## src/rtl/cordic_pkg.sv

```systemverilog
package cordic_pkg;

  // Angle resolution used inside the rotation stages: 2^TURN_BITS per turn.
  localparam int TURN_BITS = 20;

  // Output fix-up strobes that control hands to the datapath.
  typedef struct packed {
    logic swapXY;
    logic negSin;
    logic negCos;
  } fix_t;

  // Micro-rotation angle atan(2^-i) in units of 2^-TURN_BITS turn.
  function automatic int atanStep(input int i);
    case (i)
      0:  atanStep = 131072;
      1:  atanStep = 77376;
      2:  atanStep = 40884;
      3:  atanStep = 20753;
      4:  atanStep = 10417;
      5:  atanStep = 5213;
      6:  atanStep = 2607;
      7:  atanStep = 1304;
      8:  atanStep = 652;
      9:  atanStep = 326;
      10: atanStep = 163;
      11: atanStep = 81;
      12: atanStep = 41;
      13: atanStep = 20;
      14: atanStep = 10;
      15: atanStep = 5;
      default: atanStep = 0;
    endcase
  endfunction

endpackage

```

## src/rtl/cordic_ctrl.sv

```systemverilog
module cordic_ctrl
  import cordic_pkg::*;
#(
  parameter int STAGES = 16
) (
  input  logic       clk,
  input  logic       rstN,
  input  logic       inValid,
  input  logic [1:0] inQuad,
  output logic       outValid,
  output fix_t       fix
);

  logic       vPipe [STAGES];
  logic [1:0] qPipe [STAGES];

  always_ff @(posedge clk) begin
    if (!rstN) begin
      for (int i = 0; i < STAGES; i++) vPipe[i] <= 1'b0;
    end else begin
      vPipe[0] <= inValid;
      for (int i = 1; i < STAGES; i++) vPipe[i] <= vPipe[i-1];
    end
  end

  always_ff @(posedge clk) begin
    qPipe[0] <= inQuad;
    for (int i = 1; i < STAGES; i++) qPipe[i] <= qPipe[i-1];
  end

  assign outValid = vPipe[STAGES-1];

  // Quadrant restore: q1 -> (cos, -sin), q2 -> (-sin, -cos), q3 -> (-cos, sin)
  always_comb begin
    fix = '0;
    case (qPipe[STAGES-1])
      2'd1:    begin fix.swapXY = 1'b1; fix.negCos = 1'b1; end
      2'd2:    begin fix.negSin = 1'b1; fix.negCos = 1'b1; end
      2'd3:    begin fix.swapXY = 1'b1; fix.negSin = 1'b1; end
      default: fix = '0;
    endcase
  end

endmodule

```

## src/rtl/cordic_dp.sv

```systemverilog
module cordic_dp
  import cordic_pkg::*;
#(
  parameter int ANGLE_W = 16,
  parameter int DATA_W  = 16,
  parameter int GUARD   = 3,
  parameter int STAGES  = 16
) (
  input  logic                     clk,
  input  logic [ANGLE_W-3:0]       phi,
  input  fix_t                     fix,
  output logic signed [DATA_W-1:0] outSin,
  output logic signed [DATA_W-1:0] outCos
);

  localparam int XY_W = DATA_W + GUARD + 1;
  localparam int Z_W  = TURN_BITS;
  localparam int AMP  = 2**(DATA_W-1) - 4;
  // Start length AMP/K so the finished vector has radius AMP.
  localparam longint X_INIT_L = longint'(AMP) * longint'(2**GUARD) * 64'd607253 / 64'd1000000;
  localparam logic signed [XY_W-1:0] X_INIT = XY_W'(X_INIT_L);

  logic signed [Z_W-1:0] zFold;
  assign zFold = Z_W'(phi) <<< (TURN_BITS - ANGLE_W);

  for (genvar i = 0; i < STAGES; i++) begin : g_stg
    localparam logic signed [Z_W-1:0] STEP = Z_W'(atanStep(i));
    logic signed [XY_W-1:0] xSrc, ySrc, xq, yq;
    logic signed [Z_W-1:0]  zSrc;
    logic                   ccw;

    if (i == 0) begin : g_first
      assign xSrc = X_INIT;
      assign ySrc = '0;
      assign zSrc = zFold;
    end else begin : g_next
      assign xSrc = g_stg[i-1].xq;
      assign ySrc = g_stg[i-1].yq;
      assign zSrc = g_stg[i-1].g_z.zq;
    end

    assign ccw = ~zSrc[Z_W-1];

    always_ff @(posedge clk) begin
      if (ccw) begin
        xq <= xSrc - (ySrc >>> i);
        yq <= ySrc + (xSrc >>> i);
      end else begin
        xq <= xSrc + (ySrc >>> i);
        yq <= ySrc - (xSrc >>> i);
      end
    end

    if (i < STAGES - 1) begin : g_z
      logic signed [Z_W-1:0] zq;
      always_ff @(posedge clk) begin
        zq <= ccw ? (zSrc - STEP) : (zSrc + STEP);
      end
    end
  end

  logic signed [DATA_W-1:0] xOut, yOut, sPick, cPick;
  assign xOut  = g_stg[STAGES-1].xq[GUARD +: DATA_W];
  assign yOut  = g_stg[STAGES-1].yq[GUARD +: DATA_W];
  assign sPick = fix.swapXY ? xOut : yOut;
  assign cPick = fix.swapXY ? yOut : xOut;
  assign outSin = fix.negSin ? -sPick : sPick;
  assign outCos = fix.negCos ? -cPick : cPick;

endmodule

```

## src/rtl/cordic_sincos.sv

```systemverilog
module cordic_sincos
  import cordic_pkg::*;
#(
  parameter int ANGLE_W = 16,
  parameter int DATA_W  = 16,
  parameter int GUARD   = 3,
  parameter int STAGES  = 16
) (
  input  logic                     clk,
  input  logic                     rstN,
  input  logic                     inValid,
  input  logic [ANGLE_W-1:0]       inAngle,
  output logic                     outValid,
  output logic signed [DATA_W-1:0] outSin,
  output logic signed [DATA_W-1:0] outCos
);

  fix_t fix;

  cordic_ctrl #(.STAGES(STAGES)) u_ctrl (
    .clk      (clk),
    .rstN     (rstN),
    .inValid  (inValid),
    .inQuad   (inAngle[ANGLE_W-1 -: 2]),
    .outValid (outValid),
    .fix      (fix)
  );

  cordic_dp #(
    .ANGLE_W (ANGLE_W),
    .DATA_W  (DATA_W),
    .GUARD   (GUARD),
    .STAGES  (STAGES)
  ) u_dp (
    .clk    (clk),
    .phi    (inAngle[ANGLE_W-3:0]),
    .fix    (fix),
    .outSin (outSin),
    .outCos (outCos)
  );

endmodule

```

## config.mk

```make
export PLATFORM = sky130hd
export DESIGN_NAME = cordic_sincos
export DESIGN_NICKNAME = d
export VERILOG_FILES = /design/src/rtl/cordic_pkg.sv /design/src/rtl/cordic_ctrl.sv /design/src/rtl/cordic_dp.sv /design/src/rtl/cordic_sincos.sv
export SDC_FILE = /design/constraint.sdc
export NUM_CORES = 2
export LEC_CHECK = 0
export BUFFER_PORTS_ARGS = -buffer_cell sky130_fd_sc_hd__clkbuf_2
export CAP_MARGIN = 40
export CORE_ASPECT_RATIO = 0.5
export CORE_MARGIN = 1
export CORE_UTILIZATION = 50
export DETAILED_ROUTE_END_ITERATION = 12
export GPL_TIMING_DRIVEN = 0
export PLACE_DENSITY = 0.77
export SLEW_MARGIN = 40
export SYNTH_ARGS = -nofsm -noshare
export SYNTH_HDL_FRONTEND = slang
export SYNTH_SLANG_ARGS = --single-unit
```

## constraint.sdc

```tcl
create_clock -name clk -period 3.7 [get_ports clk]
set_input_delay 0.37 -clock clk [delete_from_list [all_inputs] [get_ports clk]]
set_output_delay 0.37 -clock clk [all_outputs]
set_load 0.05 [all_outputs]
```

Yosys cells after proc, flatten, opt, wreduce, memory -nomap -nowiden

Memory sizes are Yosys's and may differ from the RTL's.
Cells that the tools add are included.

Register bits after elaboration: 894
Memory bits (writable): 48
Input bits: 19
Output and inout bits: 33
Memories: 2

Add/subtract/negate cells: 87
Equality and inequality tests: 3
Muxes and demuxes: 69
Bitwise gates (word level): 16
Reduce and logical (&&, ||, !) cells: 3

Memory list:

| name         | depth | width | rd ports | clocked after Yosys merged registers in | wr ports | RTL line          | RTL |
|---|---|---|---|---|---|---|---|
| u_ctrl.qPipe | 16    | 2     | 16       | 0                                       | 16       | cordic_ctrl.sv:15 | `logic [1:0] qPipe [STAGES];` |
| u_ctrl.vPipe | 16    | 1     | 16       | 0                                       | 16       | cordic_ctrl.sv:14 | `logic vPipe [STAGES];` |

Operators with widths:

| kind                         | number |
|---|---|
| 2-to-1 mux 20 bit            | 40 |
| 2-to-1 mux 16 bit            | 4 |
| adder 20 x 10 -> 20 bit      | 2 |
| adder 20 x 11 -> 20 bit      | 2 |
| adder 20 x 12 -> 20 bit      | 2 |
| adder 20 x 13 -> 20 bit      | 2 |
| adder 20 x 14 -> 20 bit      | 2 |
| adder 20 x 15 -> 20 bit      | 2 |
| adder 20 x 16 -> 20 bit      | 2 |
| adder 20 x 17 -> 20 bit      | 2 |
| adder 20 x 6 -> 20 bit       | 2 |
| adder 20 x 7 -> 20 bit       | 2 |
| adder 20 x 8 -> 20 bit       | 2 |
| adder 20 x 9 -> 20 bit       | 2 |
| subtractor 20 x 10 -> 20 bit | 2 |
| subtractor 20 x 11 -> 20 bit | 2 |
| subtractor 20 x 12 -> 20 bit | 2 |
| subtractor 20 x 13 -> 20 bit | 2 |
| subtractor 20 x 14 -> 20 bit | 2 |
| subtractor 20 x 15 -> 20 bit | 2 |
| subtractor 20 x 16 -> 20 bit | 2 |
| subtractor 20 x 17 -> 20 bit | 2 |
| subtractor 20 x 6 -> 20 bit  | 2 |
| subtractor 20 x 7 -> 20 bit  | 2 |
| other kinds (43)             | 90 |

Depth between registers and ports, before layout

An unclocked memory read counts as a cell.

Depth in word-level cells: 7
Gate-level depth with buffers: 17

By module

Synthesis repeated with hierarchy kept, for this count alone.

Cell total of the unflattened synthesis: 6341
Area, all modules: 55951.2 µm²

Modules (own cells, without submodules):

| module      | times used | cells each | area each (µm²) | sequential area each (µm²) |
|---|---|---|---|---|
| cordic_dp   | 1          | 6268       | 54802.6         | 15875.2 |
| cordic_ctrl | 1          | 73         | 1148.6          | 960.9 |

Least setup slack after synthesis

Ideal clock, no wire load.

Path type: reg2out
Start point: memory u_ctrl.qPipe[15][0] (netlist: u_ctrl.qPipe[1][14])
End point: output outCos[12]
Data arrival time: 3.727 ns
Data required time: 3.330 ns
Setup slack: -0.397 ns
Stages on the path, launching flop included: 13
Path buffers: 4
Cell sequence: dfxtp_1 clkbuf_1 buf_2 buf_2 buf_1 mux2i_1 ha_1 o21ai_0 or2_2 o21bai_1 o31a_1 o21ai_0 xnor2_1

RTL lines:

| item        | RTL line            | RTL |
|---|---|---|
| from (decl) | cordic_ctrl.sv:15   |  |
| to (decl)   | cordic_sincos.sv:15 | `output logic signed [DATA_W-1:0] outCos` |

==> impl_metrics.tcl <==
set metrics [dict create \
    rows 87 \
    synth_area_um2 57200 \
    layout.cell_area.non_filler_um2 63500 \
    cts.reportedPaths.clkPinSlew_ns 0.06 \
    final_hold_viol_count 0 \
    post_dp_cell_area_um2 59400 \
    cp_slowest_stage_delay_ns 0.33 \
    diodes 0 \
    maxSlewViolCount 0 \
    syn-instance-count 6573 \
    met2RoutedLength_mm 62.7 \
    skew_ns 0.0313 \
    worst_setup_sp_type "register" \
    cp.arrival_ns 3.25 \
    mostFrequentLayoutCell "dfxtp_1" \
    initial_utilization_pct 50.6 \
    io_buffer_count 51 \
    numCtsBuffers 79 \
    async_reset_ff_share_pct 0 \
    max_slew.worst_pin.slew_ns 0.757 \
    number_of_enable_flip_flop_cells_after_synthesis 0 \
    die-width_um 480 \
    place_ws_ns -1.09 \
    layout-drive-gt1-share_pct 7.36 \
    h_tree_levels 3 \
    finish.net_count 7591 \
    post_drt_wl_per_cell_um 15.2 \
    drtIter0Drc 2342 \
    die_h_um 241 \
    insertion_delay_ns 0.69 \
    path_common_cell "buf_4" \
    path_class "register to output port" \
    number_of_vias_per_cell 5.57 \
    postRouteAntennaNets 0 \
    post-route-period-util_pct 98.0 \
    cpMaxStageDelayCell "inv_1" \
    syn_avg_cell_area_um2 8.70 \
    clock_path_buffers 3 \
    wl_met3_mm 4.02 \
    grt_pass1_wl_mm 207 \
    overflow 0 \
    fin_ws_ns 0.0753 \
    routabilityCongestion 0.971 \
    mostFrequentLayoutCells "827 x dfxtp_1, 783 x ha_1, 611 x nor2_1, 588 x a21oi_1, 537 x xnor2_1" \
    globalRouteTotalUtil_pct 21.3 \
    crit_fanout 13 \
    critical-path-top-delay-family "buffers and inverters" \
    cts.sinks 841 \
    route.detailed.drc 0 \
    route.final.wire_length_mm 127 \
    synth_fp_nets 7410 \
    path_cells "clkbuf_8, buf_4, inv_1, ha_1, clkbuf_1, o21bai_4, buf_4, buf_4, buf_4, xor2_1, clkbuf_2" \
    cts_tree "built" \
    setup_viol 0 \
    drt_first_pass_iters 6 \
    io-pin-count 52 \
    max_clock_freq_mhz 276 \
    place.detailed.hpwl_mm 98.5 \
    synth.yosys.warnings 0 \
    grt_setup_unrepaired "yes" \
    critPathRequiredTime_ns 3.33 \
    root_buffer_cell "clkbuf_16" \
    status "finished clean" \
    die_area_um2 116000 \
    yosys_register_bits 841 \
    routedLengthMet1_mm 54.9 \
    max_cap_check_violation_count 0 \
    antenna_violations_before_repair 0 \
    yosys.cell_types.count 94 \
    slew_headroom_pct 48.8 \
    num_vias 46332 \
    critical_path.n_buffers_inverters 8 \
    type_of_element_capturing_the_critical_path "output port" \
    finish.utilization_pct 56.1 \
    yosysSeqAreaShare_pct 29.4 \
    highest_layer "met4" \
    area_growth_pct 11.0 \
    min_path_type "register to register" \
    first_global_vias 43922 \
    grt_start_max_net_pins 27 \
    post_route_minimum_period_ns 3.62 \
    synth_flop_cell "dfxtp_1" \
    total_core_area_um2 113000 \
]
[logic make-up after synthesis]
group | synth area share (%)
AND/OR/NAND/NOR | 15.4
multiplexers | 1.68
AO/OA/AOI/OAI | 19.8
buffers and inverters | 2.79
adder cells (fa/ha/maj) | 18.3
flip-flops | 29.4
XOR/XNOR | 12.6
[worst paths after layout]
kind,slack (ns),endpoint,startpoint,depth (start not counted)
worst min-delay path,0.32,u_ctrl.qPipe[0][7],u_ctrl.qPipe[0][5],0
worst max register to register,0.09,u_dp.g_stg[10].ySrc[18],u_dp.g_stg[8].xq[12],12
worst min register to register,0.32,u_ctrl.qPipe[0][7],u_ctrl.qPipe[0][5],0
worst max-delay path,0.08,outCos[8],u_ctrl.qPipe[1][14],11
[synth_stat cells (all sizes together) (17+ instances only)]
cell	number	share of area (%)
a211o	19	0.29
nor4	34	0.45
inv	336	2.2
clkbuf	67	0.44
a2111oi	19	0.36
or3	61	0.67
o21ai	299	2.6
a21o	203	2.7
a311oi	21	0.33
xnor2	541	8.3
mux2	33	0.65
nor2b	101	1.1
or4	19	0.26
and2	52	0.57
xor2	280	4.3
o31a	27	0.41
nand2b	55	0.60
mux2i	59	1.0
buf	18	0.13
nor3	234	2.1
a31oi	81	0.89
o2111ai	17	0.26
ha	785	17
a211oi	50	0.66
o21a	101	1.3
o21bai	82	1.1
or2	33	0.36
nand3	129	1.1
fa	33	1.2
o211ai	43	0.56
nor2	613	4.0
nand2	322	2.1
nand4	38	0.42
o41ai	30	0.55
a21boi	20	0.26
a21oi	599	5.3
o31ai	32	0.42
and3	73	0.80
dfxtp	841	29
a31o	21	0.32
[routing by layer]
metal  up-vias  track usage [%]
met5         -                0
met4         0             9.27
met3       299             2.90
met2       899             39.9
met1     21150             24.0
li1      23984                -
[final cells by class]
class	instances	area, um2
clock inverters	34	514
well taps	1513	1890
fillers	9999	49600
clock buffers	104	2210
plain buffers	83	499
flip-flops and latches	841	16900
inverters	339	1300
repair buffers	102	744
multi-input cells	5308	39500
[stage by stage]
| step | hold slack, ns | TNS, ns | instances |
|---|---|---|---|
| global route | 0.301 | -0.0977 | 8324 |
| finish | 0.321 | 0 | 8324 |
| global placement | 0.312 | -66.06 | 8137 |
| detailed placement | 0.312 | -64.19 | 8137 |
| CTS | 0.286 | -0.0962 | 8309 |
| floorplan | 0.310 | 0 | 6573 |
[sequential cells by signal, summed over array words and instances, names as in the netlist]
signal / cells
u_dp.g_stg.zSrc: 19
u_ctrl.qPipe: 32
u_dp.g_stg.xq: 249
u_ctrl.vPipe: 16
u_dp.g_stg.xSrc: 20
u_dp.g_stg.ySrc: 20
u_dp.g_stg.g_z.zq: 238
u_dp.g_stg.yq: 247
[timing repair]
| item | in CTS | in global routing |
|---|---|---|
| hold buffers | 18 | 0 |
| cloned | 0 | 0 |
| hold endpoints to repair | 23 | 0 |
| endpoints found under the setup margin | 223 | 133 |
| pin swaps | 8 | 19 |
| resized for setup | 140 | 133 |
| buffers inserted | 17 | 16 |
Power is left out: the tool's default activity adds up to more than one toggle a clock period on the data nets, which glitch-free logic cannot reach.
